==> config.mk <==
export PLATFORM = sky130hd
export DESIGN_NAME = exp_io_port
export DESIGN_NICKNAME = d
export VERILOG_FILES = /design/src/rtl/exp_io_pkg.sv /design/src/rtl/exp_io_decode.sv /design/src/rtl/exp_io_wrcap.sv /design/src/rtl/exp_io_regfile.sv /design/src/rtl/exp_io_port.sv
export SDC_FILE = /design/constraint.sdc
export NUM_CORES = 1
export LEC_CHECK = 0
export ABC_CLOCK_PERIOD_IN_PS = 3100
export CAP_MARGIN = 25
export CORE_MARGIN = 2
export CORE_UTILIZATION = 60
export CTS_CLUSTER_DIAMETER = 150
export DETAILED_ROUTE_END_ITERATION = 6
export PLACE_DENSITY = 0.83
export SLEW_MARGIN = 20
export SYNTH_ARGS = -nofsm -noshare
export SYNTH_HDL_FRONTEND = slang
export SYNTH_SLANG_ARGS = --single-unit
==> constraint.sdc <==
create_clock -name clk -period 3.1 [get_ports clk]
set_input_delay 0.31 -clock clk [delete_from_list [all_inputs] [get_ports clk]]
set_output_delay 0.31 -clock clk [all_outputs]
set_load 0.05 [all_outputs]
==> src/rtl/exp_io_pkg.sv <==
package exp_io_pkg;

  // True when the address falls in the aligned window starting at base.
  function automatic logic win_hit(input logic [7:0] a, input logic [7:0] base,
                                   input int unsigned win_bits);
    return (a >> win_bits) == (base >> win_bits);
  endfunction

  // True when a window offset lands on a backed register.
  function automatic logic is_backed(input logic [7:0] off, input int unsigned nregs);
    return off < nregs[7:0];
  endfunction

endpackage

==> src/rtl/exp_io_decode.sv <==
module exp_io_decode #(
  parameter logic [7:0] WIN_BASE = 8'h60,
  parameter int WIN_BITS = 4
) (
  input  logic                page_sel,
  input  logic [7:0]          addr_lo,
  output logic                hit,
  output logic [WIN_BITS-1:0] off
);
  assign hit = page_sel && exp_io_pkg::win_hit(addr_lo, WIN_BASE, WIN_BITS);
  assign off = addr_lo[WIN_BITS-1:0];
endmodule

==> src/rtl/exp_io_wrcap.sv <==
module exp_io_wrcap #(
  parameter int DATA_W = 8,
  parameter int OFF_W  = 4,
  parameter int SYNC   = 2
) (
  input  logic              clk,
  input  logic              rst_n,
  input  logic              phi2,
  input  logic              wr_req,
  input  logic [OFF_W-1:0]  off,
  input  logic [DATA_W-1:0] data_in,
  output logic              phi_seen,
  output logic              commit,
  output logic [OFF_W-1:0]  commit_off,
  output logic [DATA_W-1:0] commit_data
);
  logic              phi_q [SYNC];
  logic              req_q [SYNC];
  logic [OFF_W-1:0]  off_q [SYNC];
  logic [DATA_W-1:0] dat_q [SYNC];

  // Phase clock and bus snapshot travel through the same number of stages.
  for (genvar s = 0; s < SYNC; s++) begin : g_stage
    if (s == 0) begin : g_first
      always_ff @(posedge clk or negedge rst_n) begin
        if (!rst_n) begin
          phi_q[0] <= 1'b0; req_q[0] <= 1'b0;
          off_q[0] <= '0;   dat_q[0] <= '0;
        end else begin
          phi_q[0] <= phi2; req_q[0] <= wr_req;
          off_q[0] <= off;  dat_q[0] <= data_in;
        end
      end
    end else begin : g_next
      always_ff @(posedge clk or negedge rst_n) begin
        if (!rst_n) begin
          phi_q[s] <= 1'b0; req_q[s] <= 1'b0;
          off_q[s] <= '0;   dat_q[s] <= '0;
        end else begin
          phi_q[s] <= phi_q[s-1]; req_q[s] <= req_q[s-1];
          off_q[s] <= off_q[s-1]; dat_q[s] <= dat_q[s-1];
        end
      end
    end
  end

  assign phi_seen = phi_q[SYNC-1];

  logic              phi_prev;
  logic              held_req;
  logic [OFF_W-1:0]  held_off;
  logic [DATA_W-1:0] held_dat;
  logic              phi_fall;

  assign phi_fall = phi_prev && !phi_seen;

  always_ff @(posedge clk or negedge rst_n) begin
    if (!rst_n) begin
      phi_prev    <= 1'b0;
      held_req    <= 1'b0;
      held_off    <= '0;
      held_dat    <= '0;
      commit      <= 1'b0;
      commit_off  <= '0;
      commit_data <= '0;
    end else begin
      phi_prev <= phi_seen;
      if (phi_seen) begin
        held_req <= req_q[SYNC-1];
        held_off <= off_q[SYNC-1];
        held_dat <= dat_q[SYNC-1];
      end
      commit      <= phi_fall && held_req;
      commit_off  <= held_off;
      commit_data <= held_dat;
    end
  end
endmodule

==> src/rtl/exp_io_regfile.sv <==
module exp_io_regfile #(
  parameter int DATA_W = 8,
  parameter int OFF_W  = 4,
  parameter int NREGS  = 4
) (
  input  logic              clk,
  input  logic              rst_n,
  input  logic              wr_en,
  input  logic [OFF_W-1:0]  wr_off,
  input  logic [DATA_W-1:0] wr_data,
  input  logic [OFF_W-1:0]  rd_off,
  output logic [DATA_W-1:0] rd_data
);
  localparam int IDX_W = (NREGS > 1) ? $clog2(NREGS) : 1;

  logic [DATA_W-1:0] regs [NREGS];
  logic [7:0] wr_off8, rd_off8;

  assign wr_off8 = 8'(wr_off);
  assign rd_off8 = 8'(rd_off);

  for (genvar r = 0; r < NREGS; r++) begin : g_reg
    always_ff @(posedge clk or negedge rst_n) begin
      if (!rst_n) regs[r] <= '0;
      else if (wr_en && exp_io_pkg::is_backed(wr_off8, NREGS) &&
               wr_off[IDX_W-1:0] == IDX_W'(r))
        regs[r] <= wr_data;
    end
  end

  assign rd_data = exp_io_pkg::is_backed(rd_off8, NREGS) ? regs[rd_off[IDX_W-1:0]] : '0;
endmodule

==> src/rtl/exp_io_port.sv <==
module exp_io_port #(
  parameter logic [7:0] WIN_BASE = 8'h60,
  parameter int WIN_BITS = 4,
  parameter int NREGS    = 4,
  parameter int SYNC     = 2
) (
  input  logic       clk,
  input  logic       rst_n,
  input  logic       page_sel,
  input  logic [7:0] addr_lo,
  input  logic       rd_nwr,
  input  logic       phi2,
  input  logic [7:0] data_in,
  output logic [7:0] data_out,
  output logic       data_oe,
  output logic       adapter_off
);
  localparam int DATA_W = 8;

  // Named internal events for the checker.
  logic                claim;
  logic [WIN_BITS-1:0] win_off;
  logic                phi_seen;
  logic                wr_commit;
  logic [WIN_BITS-1:0] wr_off;
  logic [DATA_W-1:0]   wr_data;

  exp_io_decode #(.WIN_BASE(WIN_BASE), .WIN_BITS(WIN_BITS)) u_dec (
    .page_sel(page_sel), .addr_lo(addr_lo), .hit(claim), .off(win_off)
  );

  exp_io_wrcap #(.DATA_W(DATA_W), .OFF_W(WIN_BITS), .SYNC(SYNC)) u_cap (
    .clk(clk), .rst_n(rst_n), .phi2(phi2), .wr_req(claim && !rd_nwr),
    .off(win_off), .data_in(data_in), .phi_seen(phi_seen),
    .commit(wr_commit), .commit_off(wr_off), .commit_data(wr_data)
  );

  exp_io_regfile #(.DATA_W(DATA_W), .OFF_W(WIN_BITS), .NREGS(NREGS)) u_rf (
    .clk(clk), .rst_n(rst_n), .wr_en(wr_commit), .wr_off(wr_off),
    .wr_data(wr_data), .rd_off(win_off), .rd_data(data_out)
  );

  assign adapter_off = claim;
  assign data_oe     = claim && rd_nwr && phi2;
endmodule

==> results.sh <==
export IMPL_grt_setup_unrepaired="false"
export IMPL_slew_violations=0
export IMPL_htreeDepth=3
export IMPL_cp_top_family="buffers and inverters"
export IMPL_routed_wl_um=4920
export IMPL_synth_warnings=0
export IMPL_p_leak_nw=1.68
export IMPL_endpoint_kind="output pin"
export IMPL_cap_violations=0
export IMPL_placed_cells=261
export IMPL_route_detailed_drc=0
export IMPL_drt_pass1_iterations=4
export IMPL_netlist_instances=166
export IMPL_cts_root_buf="clkbuf_8"
export IMPL_initial_utilization_pct=61.4
export IMPL_globalRouteMet3Util_pct=6.35
export IMPL_tritoncts="yes"
export IMPL_timing_rr_start="u_cap.commit_off[2]"
export IMPL_seq_area_frac_synth_pct=70.4
export IMPL_grt_use_met2_pct=33.2
export IMPL_critPathSlowestCell="clkdlybuf4s50_1"
export IMPL_grt_antenna_before_repair=0
export IMPL_max_vdd_ir_drop_v=0.000368
export IMPL_cp_start_kind="input pin"
export IMPL_synth_fp_nets=187
export IMPL_hold_path_class="input pin to async pin"
export IMPL_setup_viol=0
export IMPL_drt_iter0_drc=67
export IMPL_cts_path_max_buffers=2
export IMPL_finalClockSkew_ns=0.00958
export IMPL_pin_count=31
export IMPL_crit_required_ns=2.79
export IMPL_critPathBufInv=2
export IMPL_synth_edf_count=0
export IMPL_cp_max_fo=9
export IMPL_vias=1499
export IMPL_post_drt_wl_per_cell_um=17.8
export IMPL_grt_pass1_vias=1632
export IMPL_synthSimpleGateAreaFrac_pct=4.81
export IMPL_cp_data_arrival_time_ns=2.37
export IMPL_crit_start="addr_lo[1]"
export IMPL_worst_pin_slew_ns=0.742
export IMPL_dieHeight_um=75.8
export IMPL_numCtsBuffers=9
export IMPL_avgSynthCellArea_um2=18.6
export IMPL_syn2layout_area_growth_pct=17.4
export IMPL_nets=223
export IMPL_placed_cell_area_um2=3440
export IMPL_synth_top_family_by_area="multiplexers"
export IMPL_finalCriticalPeriod_ns=2.68
export IMPL_grt_ovfl_total=0
export IMPL_synthAdderAreaFrac_pct=0
export IMPL_synthFlopType="dfrtp_1"
export IMPL_dieWidth_um=75.8
export IMPL_tns_ns=0
export IMPL_die_area_um2=5750
export IMPL_grt_use_met1_pct=26.3
export IMPL_cts_resized=0
export IMPL_grt_pass1_wl_um=8160
export IMPL_muxShareOfSynthArea_pct=23.3
export IMPL_ys_types=20
export IMPL_top_usage_layer="met2"
export IMPL_antenna_left=0
export IMPL_path_cells="clkdlybuf4s50_1 -> mux4_2 -> nor2b_1 -> clkdlybuf4s50_1"
export IMPL_core_um2=5040
export IMPL_n_fill_cell=311
export IMPL_postCtsSetupBuffers=0
export IMPL_postLayoutCoreUtil_pct=72.1
export IMPL_ys_ff_latch=87
export IMPL_crit_type="input pin to output pin"
export IMPL_antennaDiodeCount=0
export IMPL_netlist_area_um2=3090
export IMPL_stdcell_count=277
export IMPL_gr_usage_all_layers_pct=20.9
export IMPL_fin_hold_ws_ns=0.00580
export IMPL_gp_congestion=0.686
export IMPL_critical_path_max_stage_delay_ns=0.81
export IMPL_slew_limit_headroom_pct=50.5
export IMPL_async_flop_share_pct=100
export IMPL_status="complete, no violations"
export IMPL_timing_fmax_mhz=373
export IMPL_ctsHoldBuffers=0
export IMPL_synth_xor_area_share_pct=0
export IMPL_grt_max_degree=88
export IMPL_dpl_hpwl_um=3100
export IMPL_clk_pin_slew_worst_paths_ns=0.08
export IMPL_final_cell_area_um2=3630
export IMPL_cts_sinks=87
export IMPL_clk_latency_ns=0.35
export IMPL_hold_viol=0
export IMPL_rows=26
export IMPL_powerDensity_nw_per_um2=571
export IMPL_cpMostUsedCell="clkdlybuf4s50_1"
export IMPL_final_layout_size_suffix_gt1_share_pct=35.3
export IMPL_min_period_over_period_pct=86.4
export IMPL_via_per_inst=5.41
export IMPL_io_buffers=30
export IMPL_synth_compound_area_share_pct=0
-- Yosys cell counts (2+ instances only) --
master	count	area share [%]
nor2b_1	8	1.6
dfrtp_1	87	70
mux4_2	8	5.8
buf_6	3	1.1
mux2_2	36	13
mux2_4	9	4.4
nor2_1	2	0.24
-- per-layer routing --
metal	vias up	part of all wire (%)
li1	656	-
met1	791	43
met2	43	51
met3	9	4.5
met4	0	2.0
met5	-	0
-- metrics by stage --
stage	setup WS (ns)	total power, mW
after floorplan	1.05	1.28
after global placement	0.447	1.33
after detailed placement	0.429	1.34
after CTS	0.429	2.09
after global routing	0.368	2.16
final	0.423	2.08
-- cells in the final DEF, fill, tap and decap left out, drive strengths merged --
cell,Yosys,routed
nand4b,2,2
buf,5,2
clkdlybuf4s50,0,29
dfrtp,87,87
nand4,1,1
mux4,8,8
nor3,1,1
and4bb,1,1
nand2,1,1
and4b,1,1
bufinv,0,1
or2,1,1
nor2,3,3
and3,1,1
mux2,45,45
clkbuf,1,12
clkinv,0,3
nor2b,8,8
-- power breakdown --
group          switching (mW)  internal (mW)
Combinational          0.0430         0.0525
Sequential             0.0366           1.19
Clock                   0.364          0.391
-- kinds of logic after synthesis --
logic type             after synthesis
buffers and inverters                6
DFF                                 87
muxes                               53
and+or+nand+nor                     20
-- sequential cells by signal (all words and copies together), names as in the netlist --
register,count
u_cap.held_off,4
u_cap.held_req,1
u_cap.req_q,2
u_cap.commit,1
u_cap.phi_prev,1
u_rf.regs,32
u_cap.dat_q,16
u_cap.off_q,8
u_cap.phi_seen,1
u_cap.commit_data,8
u_cap.commit_off,4
u_cap.phi_q,1
u_cap.held_dat,8
-- worst reg2reg max path, delay by kind of cell (launching register included) --
family	cells	cell delay, ns
flops	1	0.40
mux	1	0.36
simple gates	2	0.78
-- path summary, 6_finish.rpt --
check                                 end  slack [ns]  cells after the start
setup / recovery              data_out[5]        0.42                      4
hold / removal              u_rf.regs[29]       0.006                      1
setup reg to reg            u_rf.regs[26]        1.45                      3
hold reg to reg            u_cap.dat_q[2]        0.35                      0
max in group asynchronous  u_cap.dat_q[0]        2.59                      1
min in group clk           u_cap.dat_q[2]        0.35                      0
-- cell type report --
| cell class | instances | area, um2 | area share (%) |
|---|---|---|---|
| flip-flops and latches | 87 | 2180 | 59.9 |
| multi-input cells | 73 | 870 | 23.9 |
| clock inverters | 4 | 45.0 | 1.24 |
| well taps | 70 | 87.6 | 2.41 |
| repair buffers | 31 | 309 | 8.51 |
| clock buffers | 12 | 145 | 3.99 |
(Power assumes the default switching activity.)
